$ cat config.mk
export PLATFORM = sky130hd
export DESIGN_NAME = irqm_ctrl
export DESIGN_NICKNAME = d
export VERILOG_FILES = /design/src/rtl/irqm_pkg.sv /design/src/rtl/irqm_moderator.sv /design/src/rtl/irqm_status.sv /design/src/rtl/irqm_ctrl.sv
export SDC_FILE = /design/constraint.sdc
export NUM_CORES = 1
export LEC_CHECK = 0
export BUFFER_PORTS_ARGS = -buffer_cell sky130_fd_sc_hd__clkbuf_2
export CAP_MARGIN = 20
export CORE_MARGIN = 5
export CORE_UTILIZATION = 64
export CTS_CLUSTER_SIZE = 25
export DETAILED_ROUTE_END_ITERATION = 7
export PLACE_DENSITY = 0.94
export SYNTH_ARGS = -nofsm -noshare
export SYNTH_HDL_FRONTEND = slang
export SYNTH_SLANG_ARGS = --single-unit
$ cat constraint.sdc
create_clock -name clk -period 4.4 [get_ports clk]
set_input_delay 0.88 -clock clk [delete_from_list [all_inputs] [get_ports clk]]
set_output_delay 0.88 -clock clk [all_outputs]
set_load 0.005 [all_outputs]
$ cat src/rtl/irqm_pkg.sv
package irqm_pkg;

    localparam int DW = 16;

    // pending bit positions
    localparam int EV_RX_DONE   = 0;
    localparam int EV_RX_NODESC = 1;
    localparam int EV_RX_FULL   = 2;
    localparam int EV_RX_EARLY  = 3;
    localparam int EV_TX_DONE   = 4;
    localparam int EV_TX_EARLY  = 7;
    localparam int EV_CNT_OVF   = 8;
    localparam int EV_LINK_CHG  = 9;

    localparam int NUM_MOD = 2;

    typedef enum logic [1:0] {
        SEL_PEND  = 2'd0,
        SEL_MASK  = 2'd1,
        SEL_TXMOD = 2'd2,
        SEL_RXMOD = 2'd3
    } reg_sel_e;

    typedef struct packed {
        logic [7:0] pkt_thr;
        logic [7:0] wait_ticks;
    } mod_cfg_t;

    // moderator 0 serves transmit, moderator 1 serves receive
    function automatic int mod_bit(input int idx);
        return (idx == 0) ? EV_TX_DONE : EV_RX_DONE;
    endfunction

    function automatic logic [DW-1:0] mod_mask();
        logic [DW-1:0] m;
        m = '0;
        for (int i = 0; i < NUM_MOD; i++) m[mod_bit(i)] = 1'b1;
        return m;
    endfunction

endpackage

$ cat src/rtl/irqm_moderator.sv
module irqm_moderator #(
    parameter int TICK_CYCLES = 4,
    parameter int CNT_W       = 8,
    parameter int TIM_W       = 8
) (
    input  logic             clk,
    input  logic             rst,
    input  logic [CNT_W-1:0] cfg_cnt,
    input  logic [TIM_W-1:0] cfg_tim,
    input  logic             done_i,
    output logic             fire_o
);
    localparam int ELAP_W = TIM_W + $clog2(TICK_CYCLES) + 1;

    logic [CNT_W-1:0]  pend_q;
    logic [ELAP_W-1:0] elap_q;
    logic [ELAP_W-1:0] limit;
    logic [CNT_W:0]    cnt_inc;
    logic              bypass, by_count, by_timer;

    always_comb begin
        bypass   = (cfg_cnt == '0) && (cfg_tim == '0);
        cnt_inc  = {1'b0, pend_q} + {{CNT_W{1'b0}}, 1'b1};
        limit    = ELAP_W'(cfg_tim) * ELAP_W'(TICK_CYCLES);
        by_count = done_i && (cfg_cnt != '0) && (cnt_inc >= {1'b0, cfg_cnt});
        by_timer = (pend_q != '0) && (cfg_tim != '0) && (elap_q >= limit);
        fire_o   = bypass ? done_i : (by_count || by_timer);
    end

    always_ff @(posedge clk) begin
        if (rst || fire_o || bypass) begin
            pend_q <= '0;
            elap_q <= '0;
        end else begin
            if (done_i && (pend_q != '1))
                pend_q <= pend_q + 1'b1;
            if ((pend_q != '0) && (elap_q != '1))
                elap_q <= elap_q + 1'b1;
        end
    end


    fire_src_chk: assert property (@(posedge clk) disable iff (rst)
        fire_o |-> (done_i || (pend_q != '0)));


    hold_cnt_chk: assert property (@(posedge clk) disable iff (rst)
        (done_i && !fire_o && !bypass) |=> (pend_q != '0));


    timer_idle_chk: assert property (@(posedge clk) disable iff (rst)
        (pend_q == '0) |=> (elap_q == '0));

endmodule

$ cat src/rtl/irqm_status.sv
module irqm_status
    import irqm_pkg::*;
(
    input  logic          clk,
    input  logic          rst,
    input  logic [DW-1:0] set_i,
    input  logic          clr_i,
    output logic [DW-1:0] stat_q
);
    always_ff @(posedge clk) begin
        if (rst)
            stat_q <= '0;
        else
            stat_q <= (clr_i ? '0 : stat_q) | set_i;
    end


    sticky_chk: assert property (@(posedge clk) disable iff (rst)
        !clr_i |=> ((stat_q & $past(stat_q)) == $past(stat_q)));


    no_loss_chk: assert property (@(posedge clk) disable iff (rst)
        (set_i != '0) |=> ((stat_q & $past(set_i)) == $past(set_i)));


    clear_chk: assert property (@(posedge clk) disable iff (rst)
        (clr_i && (set_i == '0)) |=> (stat_q == '0));

endmodule

$ cat src/rtl/irqm_ctrl.sv
module irqm_ctrl
    import irqm_pkg::*;
#(
    parameter int TICK_CYCLES = 4
) (
    input  logic          clk,
    input  logic          rst,
    input  logic          reg_wr,
    input  logic          reg_rd,
    input  logic [1:0]    reg_addr,
    input  logic [15:0]   reg_wdata,
    output logic [15:0]   reg_rdata,
    input  logic [15:0]   evt_i,
    output logic          irq_o
);
    localparam logic [DW-1:0] MODM = mod_mask();

    reg_sel_e              sel;
    logic     [DW-1:0]     mask_q;
    mod_cfg_t              cfg_q [NUM_MOD];
    logic     [NUM_MOD-1:0] fire;
    logic     [DW-1:0]     set_vec;
    logic     [DW-1:0]     stat_q;
    logic                  clr;

    assign sel = reg_sel_e'(reg_addr);
    assign clr = reg_rd && (sel == SEL_PEND);

    always_ff @(posedge clk) begin
        if (rst) begin
            mask_q <= '0;
            for (int i = 0; i < NUM_MOD; i++) cfg_q[i] <= '0;
        end else if (reg_wr) begin
            case (sel)
                SEL_MASK:  mask_q   <= reg_wdata;
                SEL_TXMOD: cfg_q[0] <= mod_cfg_t'(reg_wdata);
                SEL_RXMOD: cfg_q[1] <= mod_cfg_t'(reg_wdata);
                default:   ;
            endcase
        end
    end

    generate
        for (genvar g = 0; g < NUM_MOD; g++) begin : g_mod
            irqm_moderator #(
                .TICK_CYCLES(TICK_CYCLES),
                .CNT_W(8),
                .TIM_W(8)
            ) u_mod (
                .clk    (clk),
                .rst    (rst),
                .cfg_cnt(cfg_q[g].pkt_thr),
                .cfg_tim(cfg_q[g].wait_ticks),
                .done_i (evt_i[mod_bit(g)]),
                .fire_o (fire[g])
            );
        end
    endgenerate

    always_comb begin
        set_vec = evt_i & ~MODM;
        for (int i = 0; i < NUM_MOD; i++) set_vec[mod_bit(i)] = fire[i];
    end

    irqm_status u_stat (
        .clk   (clk),
        .rst   (rst),
        .set_i (set_vec),
        .clr_i (clr),
        .stat_q(stat_q)
    );

    always_ff @(posedge clk) begin
        if (rst)
            reg_rdata <= '0;
        else if (reg_rd) begin
            case (sel)
                SEL_PEND:  reg_rdata <= stat_q;
                SEL_MASK:  reg_rdata <= mask_q;
                SEL_TXMOD: reg_rdata <= cfg_q[0];
                default:   reg_rdata <= cfg_q[1];
            endcase
        end
    end

    assign irq_o = |(stat_q & mask_q);


    rd_pend_chk: assert property (@(posedge clk) disable iff (rst)
        clr |=> (reg_rdata == $past(stat_q)));


    masked_quiet_chk: assert property (@(posedge clk) disable iff (rst)
        (mask_q == '0) |-> !irq_o);


    pend_wr_ignored_chk: assert property (@(posedge clk) disable iff (rst)
        (reg_wr && (sel == SEL_PEND) && !reg_rd && (set_vec == '0))
        |=> (stat_q == $past(stat_q)));


    direct_set_chk: assert property (@(posedge clk) disable iff (rst)
        ((evt_i & ~MODM) != '0) |=> ((stat_q & $past(evt_i & ~MODM)) == $past(evt_i & ~MODM)));

endmodule

==> out/results.txt, run 1 <==
Sw frac = 25.9%
Initial core utilization = 66.2%
Routed WL = 16.4 mm
Top FF cell, synth = dfxtp_1
Worst Path Required = 4.82 ns
Hold slack final = 0.480 ns
Mapped cell area = 0.00617 mm2
CP endpoint kind = flop
First-pass GRT wire length = 26.4 mm
Tmin final = 3.37 ns
FF+latch area = 0.00268 mm2
Ant. Diodes = 0
Count of different cell masters after synthesis = 57
Worst relative slew slack = 28.6%
All-layer global routing usage = 29.5%
Post-CTS sizing = 0
Initial drt markers = 435
Placed Cells = 780
Hold Violations, Final = 0
Fin crit share = 76.7%
Worst VDD drop = 305 uV
FP Rows = 35
Hold buffer count at CTS = 0
Root Buffer = clkbuf_8
Final Skew = 0.00720 ns
Final Power = 2.89 mW
CTS buffer count = 17
Hold Crit Class = reg -> reg
Die W = 108 um
H-tree Lvls = 4
Ranking of synthesized cells by area = dfxtp_1 (28%), edfxtp_1 (16%), ha_1 (8.1%)
IO Pins = 55
Internal = 2.14 mW
Fillers = 549
Clock tree buffer depth = 2
Setup WS post-layout = 1.03 ns
CTS tree = done
Worst Setup Start Kind = flop
Clk sinks = 118
Final GP Congestion = 0.932
Area delta synth->final = 14.9%
DRC = 0
Avg WL per Cell = 20.2 um
Die ar. = 0.0117 mm2
TNS Setup = 0 ns
Gr ovfl total = 0
Cell area after layout = 0.00709 mm2
Yosys reg bits = 118
Port bufs = 54
RSZ-0062 raised after global routing = false
Antenna Nets Post-Route = 0
Dominant cell type by area after synthesis = dfxtp_1
Area of the multi-input gates = 0.00320 mm2
Crit Path Max Fanout = 20
Cell with the most instances after synthesis = dfxtp_1
Post-DP HPWL = 11.0 mm
Maximum clock frequency = 0.296 GHz
Asr flop ratio synth = 0%
Max Cap Violations = 0
Core Footprint = 0.00933 mm2
Via count = 5174
Ys Warns = 0
Sequential area share after synthesis = 43.4%
Worst Path Arrival = 3.80 ns
DR pass1 iterations = 6
CP Class = reg -> reg
Max Slew Vio Count = 0
Syn_area_per_cell = 9.93 um2
Leakage = 2.97 nW
Sw power = 0.749 mW
Final Instance Count excl. Fillers = 813
Logic pwr share = 10.1%
Reg power frac = 42.7%
Layout Nets = 749
Top post-synthesis cells by count = dfxtp_1 (86), nand2_1 (61), nor2_1 (49)
Worst-Skew Late Latency = 0.53 ns
Net Count, Synth = 700
Layout cells sized above 1 = 19.2%
Dpl ws = 1.13 ns
Initial antenna violation count = 0
Die Ht = 108 um
Via/cell ratio = 6.36
Final setup fails = 0
Largest net degree at the start of global routing = 48
EDFF count, synth = 32
Post-synth top area share = 27.9%
Run status = completed
Post-CTS setup buffer count = 0
Clock share of power = 47.2%
Cells after Synth = 622
Vias in the first global route = 5111
P per Cell Area = 408 mW/mm2
Tightest Pin Transition = 1.07 ns
CTS clk-pin slew, worst paths = 0.06 ns
Instance area after placement = 0.00649 mm2
Post-layout util = 76.0%
## layer usage
layer / vias up / GRT usage (%) / part of all wire (%)
met2: 281 / 50.2 / 51
li1: 2315 / - / -
met5: - / 0 / 0
met1: 2520 / 35.0 / 37
met4: 0 / 12.7 / 3.8
met3: 58 / 8.24 / 8.5
## layout by cell type, fill, tap and decap left out, types with 9 or more instances in the layout
cell	instances
xnor2_1	23
mux2i_1	21
nor2_1	49
and2_1	18
dfxtp_1	86
nor3_2	10
clkbuf_2	54
mux4_2	16
edfxtp_1	32
nand4_1	9
ha_1	40
clkbuf_16	17
nand3_1	13
inv_1	42
nand2_1	61
xor2_1	19
nor3_1	35
a21oi_1	45
## registers in the layout, summed over array words and instances, names as in the netlist
signal and flops:
mask_q 16, cfg_q 32, g_mod.u_mod.pend_q 16, u_stat.stat_q 16, reg_rdata 16, g_mod.u_mod.elap_q 22
## power by group through the flow
stage / sequential, mW / combinational (mW) / clock (mW)
6_report: 1.23 / 0.293 / 1.36
5_1_grt: 1.24 / 0.321 / 1.43
4_1_cts: 1.23 / 0.288 / 1.37
3_5_place_dp: 1.25 / 0.280 / 0
3_3_place_gp: 1.25 / 0.260 / 0
2_1_floorplan: 1.23 / 0.196 / 0
## worst paths after layout
check / startpoint / endpoint / slack [ns] / cells past startpoint
worst min register to register: mask_q[2] / mask_q[2] / 0.48 / 2
worst min-delay path: mask_q[2] / mask_q[2] / 0.48 / 2
worst max register to register: g_mod[0].u_mod.pend_q[2] / u_stat.stat_q[4] / 1.03 / 9
worst max-delay path: g_mod[0].u_mod.pend_q[2] / u_stat.stat_q[4] / 1.03 / 9
## kinds of logic (layout without fill, tap and decap cells)
family | after synthesis | in the layout | synth area share (%)
flip-flops | 118 | 118 | 43.4
multiplexers | 37 | 37 | 9.24
XOR/XNOR | 42 | 42 | 5.96
buffers and inverters | 70 | 132 | 4.82
AO/OA/AOI/OAI | 84 | 84 | 8.94
AND/OR/NAND/NOR | 231 | 231 | 19.5
adder cells (fa/ha/maj) | 40 | 40 | 8.11
## worst max-delay path: stages (launching register included)
cell	delay [ns]
dfxtp_1	0.49
nand3_1	0.19
or2_2	0.38
nor2_1	0.16
xor2_1	0.20
ha_1	0.27
and3_1	0.17
a2111o_1	0.36
o311a_1	0.69
o21ba_2	0.35
## area by class of cell
type / count / area share (%)
multi-input combinational: 434 / 45.1
timing repair buffer: 58 / 4.23
clock buffer: 18 / 6.19
sequential: 118 / 37.8
clock inverter: 14 / 2.12
tap: 129 / 2.28
inverter: 42 / 2.22
(Power assumes the default switching activity.)
==> run 2: changes to the inputs <==
--- a/config.mk
+++ b/config.mk
@@ -8,10 +8,10 @@
 export BUFFER_PORTS_ARGS = -buffer_cell sky130_fd_sc_hd__clkbuf_2
 export CAP_MARGIN = 20
 export CORE_MARGIN = 5
-export CORE_UTILIZATION = 64
+export CORE_UTILIZATION = 60
 export CTS_CLUSTER_SIZE = 25
 export DETAILED_ROUTE_END_ITERATION = 7
-export PLACE_DENSITY = 0.94
+export PLACE_DENSITY = 0.89
 export SYNTH_ARGS = -nofsm -noshare
 export SYNTH_HDL_FRONTEND = slang
 export SYNTH_SLANG_ARGS = --single-unit
==> constraint.sdc (replaced) <==
create_clock -name clk -period 3.5 [get_ports clk]
set_input_delay 0.7 -clock clk [delete_from_list [all_inputs] [get_ports clk]]
set_output_delay 0.7 -clock clk [all_outputs]
set_load 0.005 [all_outputs]
==> run 2 against run 1 <==
Effect of this change: clock skew increased by 0.00066 ns; first-iteration DRC count increased by 13%; final cell count increased by 1.4%; largest cell class unchanged; sequential power increased by 26%; cell area increased by 0.53%; non-clock buffer count increased by 4; power increased by 26%; utilization decreased by 6.0 points.
==> out/results.txt, run 2 (synthesized netlist as in run 1, its figures left out) <==
CTS buffer count = 17
Hold Violations, Final = 0
Tmin final = 3.20 ns
Initial core utilization = 60.6%
IO Pins = 55
Max Cap Violations = 0
Layout Nets = 753
DRC = 0
First-pass GRT wire length = 24.8 mm
H-tree Lvls = 4
Worst VDD drop = 364 uV
Routed WL = 15.2 mm
CTS clk-pin slew, worst paths = 0.06 ns
Area delta synth->final = 15.5%
Final GP Congestion = 0.866
Gr ovfl total = 0
Final Power = 3.64 mW
Port bufs = 54
Worst Path Required = 3.94 ns
Die W = 111 um
RSZ-0062 raised after global routing = false
Fin crit share = 91.4%
Final setup fails = 0
FP Rows = 37
Leakage = 2.99 nW
Worst Setup Start Kind = flop
Run status = completed
P per Cell Area = 511 mW/mm2
Largest net degree at the start of global routing = 53
Clk sinks = 118
CP endpoint kind = flop
Initial antenna violation count = 0
Fillers = 718
Post-DP HPWL = 10.8 mm
Final Instance Count excl. Fillers = 824
CTS tree = done
Via count = 4911
All-layer global routing usage = 25.1%
Hold Crit Class = in -> reg
Die ar. = 0.0124 mm2
Tightest Pin Transition = 0.783 ns
Via/cell ratio = 5.96
Root Buffer = clkbuf_8
Post-CTS sizing = 0
Placed Cells = 792
Hold buffer count at CTS = 0
Die Ht = 111 um
TNS Setup = 0 ns
Slowest stage delay, CP = 0.49 ns
Clock tree buffer depth = 2
Vias in the first global route = 4940
Crit path max-delay cell type = dfxtp_1
Maximum clock frequency = 0.313 GHz
Avg WL per Cell = 18.4 um
DR pass1 iterations = 5
Top flop regs = cfg_q (32), g_mod.u_mod.elap_q (22)
Commonest non-fill, non-tap cell in the layout = dfxtp_1
Largest Register = cfg_q
CP Class = reg -> reg
Post-CTS setup buffer count = 0
Antenna Nets Post-Route = 0
Worst Path Arrival = 3.64 ns
Worst relative slew slack = 47.8%
Initial drt markers = 492
Core Footprint = 0.0102 mm2
Largest register FFs = 32
Worst-Skew Late Latency = 0.54 ns
Max Slew Vio Count = 0
CP Cell Sequence = nand3_1 > or2_2 > nor2_1 > xor2_1 > ha_1 > and3_1 > a2111o_1 > o311a_1 > buf_4 > nor3_1
Most frequent cells in the layout = dfxtp_1 (86), nand2_1 (61), clkbuf_2 (54), nor2_1 (49), a21oi_1 (45)
Ant. Diodes = 0
Crit Path Max Fanout = 14
Layout cells sized above 1 = 19.2%
Final Skew = 0.00786 ns
[run 2: final cells by class]
cell class                 count  area, um2  area share, %
clock buffer                  20        435           6.11
clock inverter                12        153           2.14
inverter                      42        158           2.21
multi-input combinational    434       3200           44.9
sequential                   118       2680           37.6
tap                          136        170           2.39
timing repair buffer          62        330           4.63
[run 2: path summary, 6_finish.rpt]
path                            cells after the start  slack, ns                      from                       end
worst min register to register                      2       0.48                 mask_q[3]                 mask_q[3]
worst min-delay path                                3       0.37                 evt_i[13]         u_stat.stat_q[13]
worst max-delay path                               10       0.30  g_mod[0].u_mod.pend_q[2]  g_mod[0].u_mod.pend_q[4]
worst max register to register                     10       0.30  g_mod[0].u_mod.pend_q[2]  g_mod[0].u_mod.pend_q[4]
[run 2: critical path: cells and delay by family, from the launching register on]
family | cells | cell delay (ns)
and+or+nand+nor | 5 | 1.08
xor gates and xnor gates | 1 | 0.17
adders and majority gates | 1 | 0.25
buffers and inverters | 1 | 0.26
DFF | 1 | 0.49
AOI/OAI and AO/OA | 2 | 0.84
[run 2: per-layer routing]
metal	wire length, um	global-route usage (%)
met3	945	7.39
met1	6250	30.6
met4	289	8.92
met2	7690	42.5
met5	0	0
[run 2: report_power, final]
| group | switching [mW] | leakage, nW | internal (mW) | total [mW] |
|---|---|---|---|---|
| registers | 0.0701 | 1.02 | 1.48 | 1.55 |
| clock network | 0.638 | 0.279 | 1.10 | 1.74 |
| logic | 0.196 | 1.69 | 0.157 | 0.353 |
| total | 0.904 | 2.99 | 2.74 | 3.64 |
[run 2: through the flow]
step	area [um2]	hold WS (ns)	utilization (%)	setup WS (ns)
after floorplan	6170	0.446	-	0.708
after global placement	6540	0.457	64.2	0.495
after detailed placement	6540	0.470	64.2	0.318
after CTS	7130	0.358	70.0	0.298
after global routing	7130	0.386	70.0	0.0746
final	7130	0.372	70.0	0.302
==> run 3: changes to the inputs <==
--- a/config.mk
+++ b/config.mk
@@ -11,7 +11,7 @@
 export CORE_UTILIZATION = 60
 export CTS_CLUSTER_SIZE = 25
 export DETAILED_ROUTE_END_ITERATION = 7
-export PLACE_DENSITY = 0.89
+export PLACE_DENSITY = 0.8
 export SYNTH_ARGS = -nofsm -noshare
 export SYNTH_HDL_FRONTEND = slang
 export SYNTH_SLANG_ARGS = --single-unit
==> constraint.sdc (replaced) <==
create_clock -name clk -period 3.2 [get_ports clk]
set_input_delay 0.64 -clock clk [delete_from_list [all_inputs] [get_ports clk]]
set_output_delay 0.64 -clock clk [all_outputs]
set_load 0.005 [all_outputs]
==> run 3 against run 2 <==
Effect of this change: routed wire length is 2.1% lower; hold slack worse by 0.055 ns; utilization hardly changed; sequential cell count stayed put; clock skew is 0.00095 ns lower; largest cell class unchanged; combinational power is 9.9% higher; via count is 0.39% higher; critical endpoint is now g_mod[0].u_mod.elap_q[9]; non-clock buffer count is 4 higher.
==> out/results.txt, run 3 (synthesized netlist as in run 1, its figures left out) <==
Tightest Pin Transition = 0.837 ns
Reg-to-Reg Start = g_mod[0].u_mod.pend_q[0]
Top flop regs = cfg_q (32), g_mod.u_mod.elap_q (22)
Layout Nets = 757
Clk sinks = 118
Reg power frac = 44.1%
Slowest stage delay, CP = 0.50 ns
Sw power = 0.959 mW
TNS Setup = 0 ns
Worst Path Required = 3.65 ns
All-layer global routing usage = 24.8%
Post-layout util = 70.0%
Initial core utilization = 60.6%
Avg WL per Cell = 18.0 um
DRC = 0
P per Cell Area = 539 mW/mm2
Final Instance Count excl. Fillers = 828
CTS buffer count = 17
Logic pwr share = 10.1%
Dpl ws = 0.241 ns
Largest net degree at the start of global routing = 31
RSZ-0062 raised after global routing = false
Cells on worst reg2reg path = 11
FP Rows = 37
Worst Path Arrival = 3.47 ns
Die Ht = 111 um
Worst relative slew slack = 43.8%
Final Skew = 0.00691 ns
Hold Crit Class = in -> reg
Crit Path Max Fanout = 11
Most used cell, CP = ha_1
DR pass1 iterations = 5
Run status = completed
Largest Register = cfg_q
Core Footprint = 0.0102 mm2
Vias in the first global route = 4986
Max Cap Violations = 0
Post-CTS setup buffer count = 0
Clock tree buffer depth = 2
Die ar. = 0.0124 mm2
Placed Cells = 796
CTS tree = done
Fin crit share = 94.6%
Final GP Congestion = 0.882
Internal = 2.88 mW
CP startpoint = g_mod[0].u_mod.pend_q[0]
Port bufs = 54
Initial drt markers = 415
Via/cell ratio = 5.95
Clock share of power = 45.8%
IO Pins = 55
Antenna Nets Post-Route = 0
CTS clk-pin slew, worst paths = 0.06 ns
Worst Setup Start Kind = flop
Worst-Skew Late Latency = 0.53 ns
H-tree Lvls = 4
Crit path max-delay cell type = o311a_1
Post-DP HPWL = 10.9 mm
Ant. Diodes = 0
Flop2flop setup slack = 0.17 ns
Tmin final = 3.03 ns
Die W = 111 um
Root Buffer = clkbuf_8
Setup WS post-layout = 0.173 ns
Via count = 4930
Worst VDD drop = 361 uV
Routed WL = 14.9 mm
Reg2reg end = g_mod[0].u_mod.elap_q[9]
Layout cells sized above 1 = 19.8%
Final setup fails = 0
Hold slack final = 0.317 ns
CP Cell Sequence = ha_1 > nand3_1 > nor2_1 > xor2_1 > ha_1 > a21oi_1 > nor2b_1 > a2111o_1 > o311a_1 > buf_4 > nor3_2
Hold Violations, Final = 0
Gr ovfl total = 0
Largest register FFs = 32
Initial antenna violation count = 0
Sw frac = 25.0%
Area delta synth->final = 15.4%
Maximum clock frequency = 0.330 GHz
Setup crit end = g_mod[0].u_mod.elap_q[9]
Hold buffer count at CTS = 0
Post-CTS sizing = 0
Leakage = 2.99 nW
CP Class = reg -> reg
Commonest non-fill, non-tap cell in the layout = dfxtp_1
First-pass GRT wire length = 24.6 mm
Most frequent cells in the layout = dfxtp_1 (86), nand2_1 (61), clkbuf_2 (54), nor2_1 (49), a21oi_1 (45)
Max Slew Vio Count = 0
CP endpoint kind = flop
[run 3: cell count changes in the layout (fill, tap and decap cells not counted)]
cell / previous run / this run
bufinv_16: 3 / 2
clkinv_4: 2 / 1
clkbuf_8: 2 / 1
buf_4: 8 / 11
inv_6: 1 / 0
buf_6: 0 / 1
clkinv_1: 1 / 2
clkbuf_1: 2 / 0
clkinvlp_4: 3 / 5
clkinv_2: 2 / 5
[run 3: power by group through the flow]
| stage | clock [mW] | sequential (mW) | combinational (mW) |
|---|---|---|---|
| global route | 1.85 | 1.70 | 0.431 |
| finish | 1.76 | 1.69 | 0.388 |
| floorplan | 0 | 1.69 | 0.269 |
| CTS | 1.77 | 1.69 | 0.389 |
| global placement | 0 | 1.72 | 0.368 |
| detailed placement | 0 | 1.72 | 0.384 |
[run 3: how the worst min path moves through the flow]
stage,startpoint,end,slack [ns],depth (start not counted)
finish,evt_i[5],u_stat.stat_q[5],0.32,3
global route,evt_i[9],u_stat.stat_q[9],0.32,3
CTS,evt_i[5],u_stat.stat_q[5],0.30,3
detailed placement,mask_q[1],mask_q[1],0.47,2
global placement,mask_q[8],mask_q[8],0.46,2
floorplan,mask_q[0],mask_q[0],0.45,2
[run 3: final cells by class]
class / instances / area [um2]
tap: 136 / 170
timing repair buffer: 66 / 364
sequential: 118 / 2680
fill: 776 / 3060
multi-input combinational: 434 / 3200
inverter: 42 / 158
clock buffer: 17 / 414
clock inverter: 15 / 139
[run 3: worst max-delay path, delay by kind of cell, from the launching register on]
family          cells  cell delay, ns
compound gates      3            1.05
simple gates        4            0.60
fa+ha+maj           2            0.50
flops               1            0.40
buf+inv             1            0.24
xor+xnor            1            0.17
[run 3: through the flow]
step / area [um2] / power, mW
after floorplan: 6170 / 1.96
after global placement: 6560 / 2.08
after CTS: 7130 / 3.85
after global routing: 7130 / 3.98
final: 7130 / 3.84
after detailed placement: 6580 / 2.11
[run 3: metal layers]
layer,track usage (%),routed length [um]
met1,29.5,6010
met4,10.6,354
met5,0,0
met3,5.54,896
met2,43.3,7610
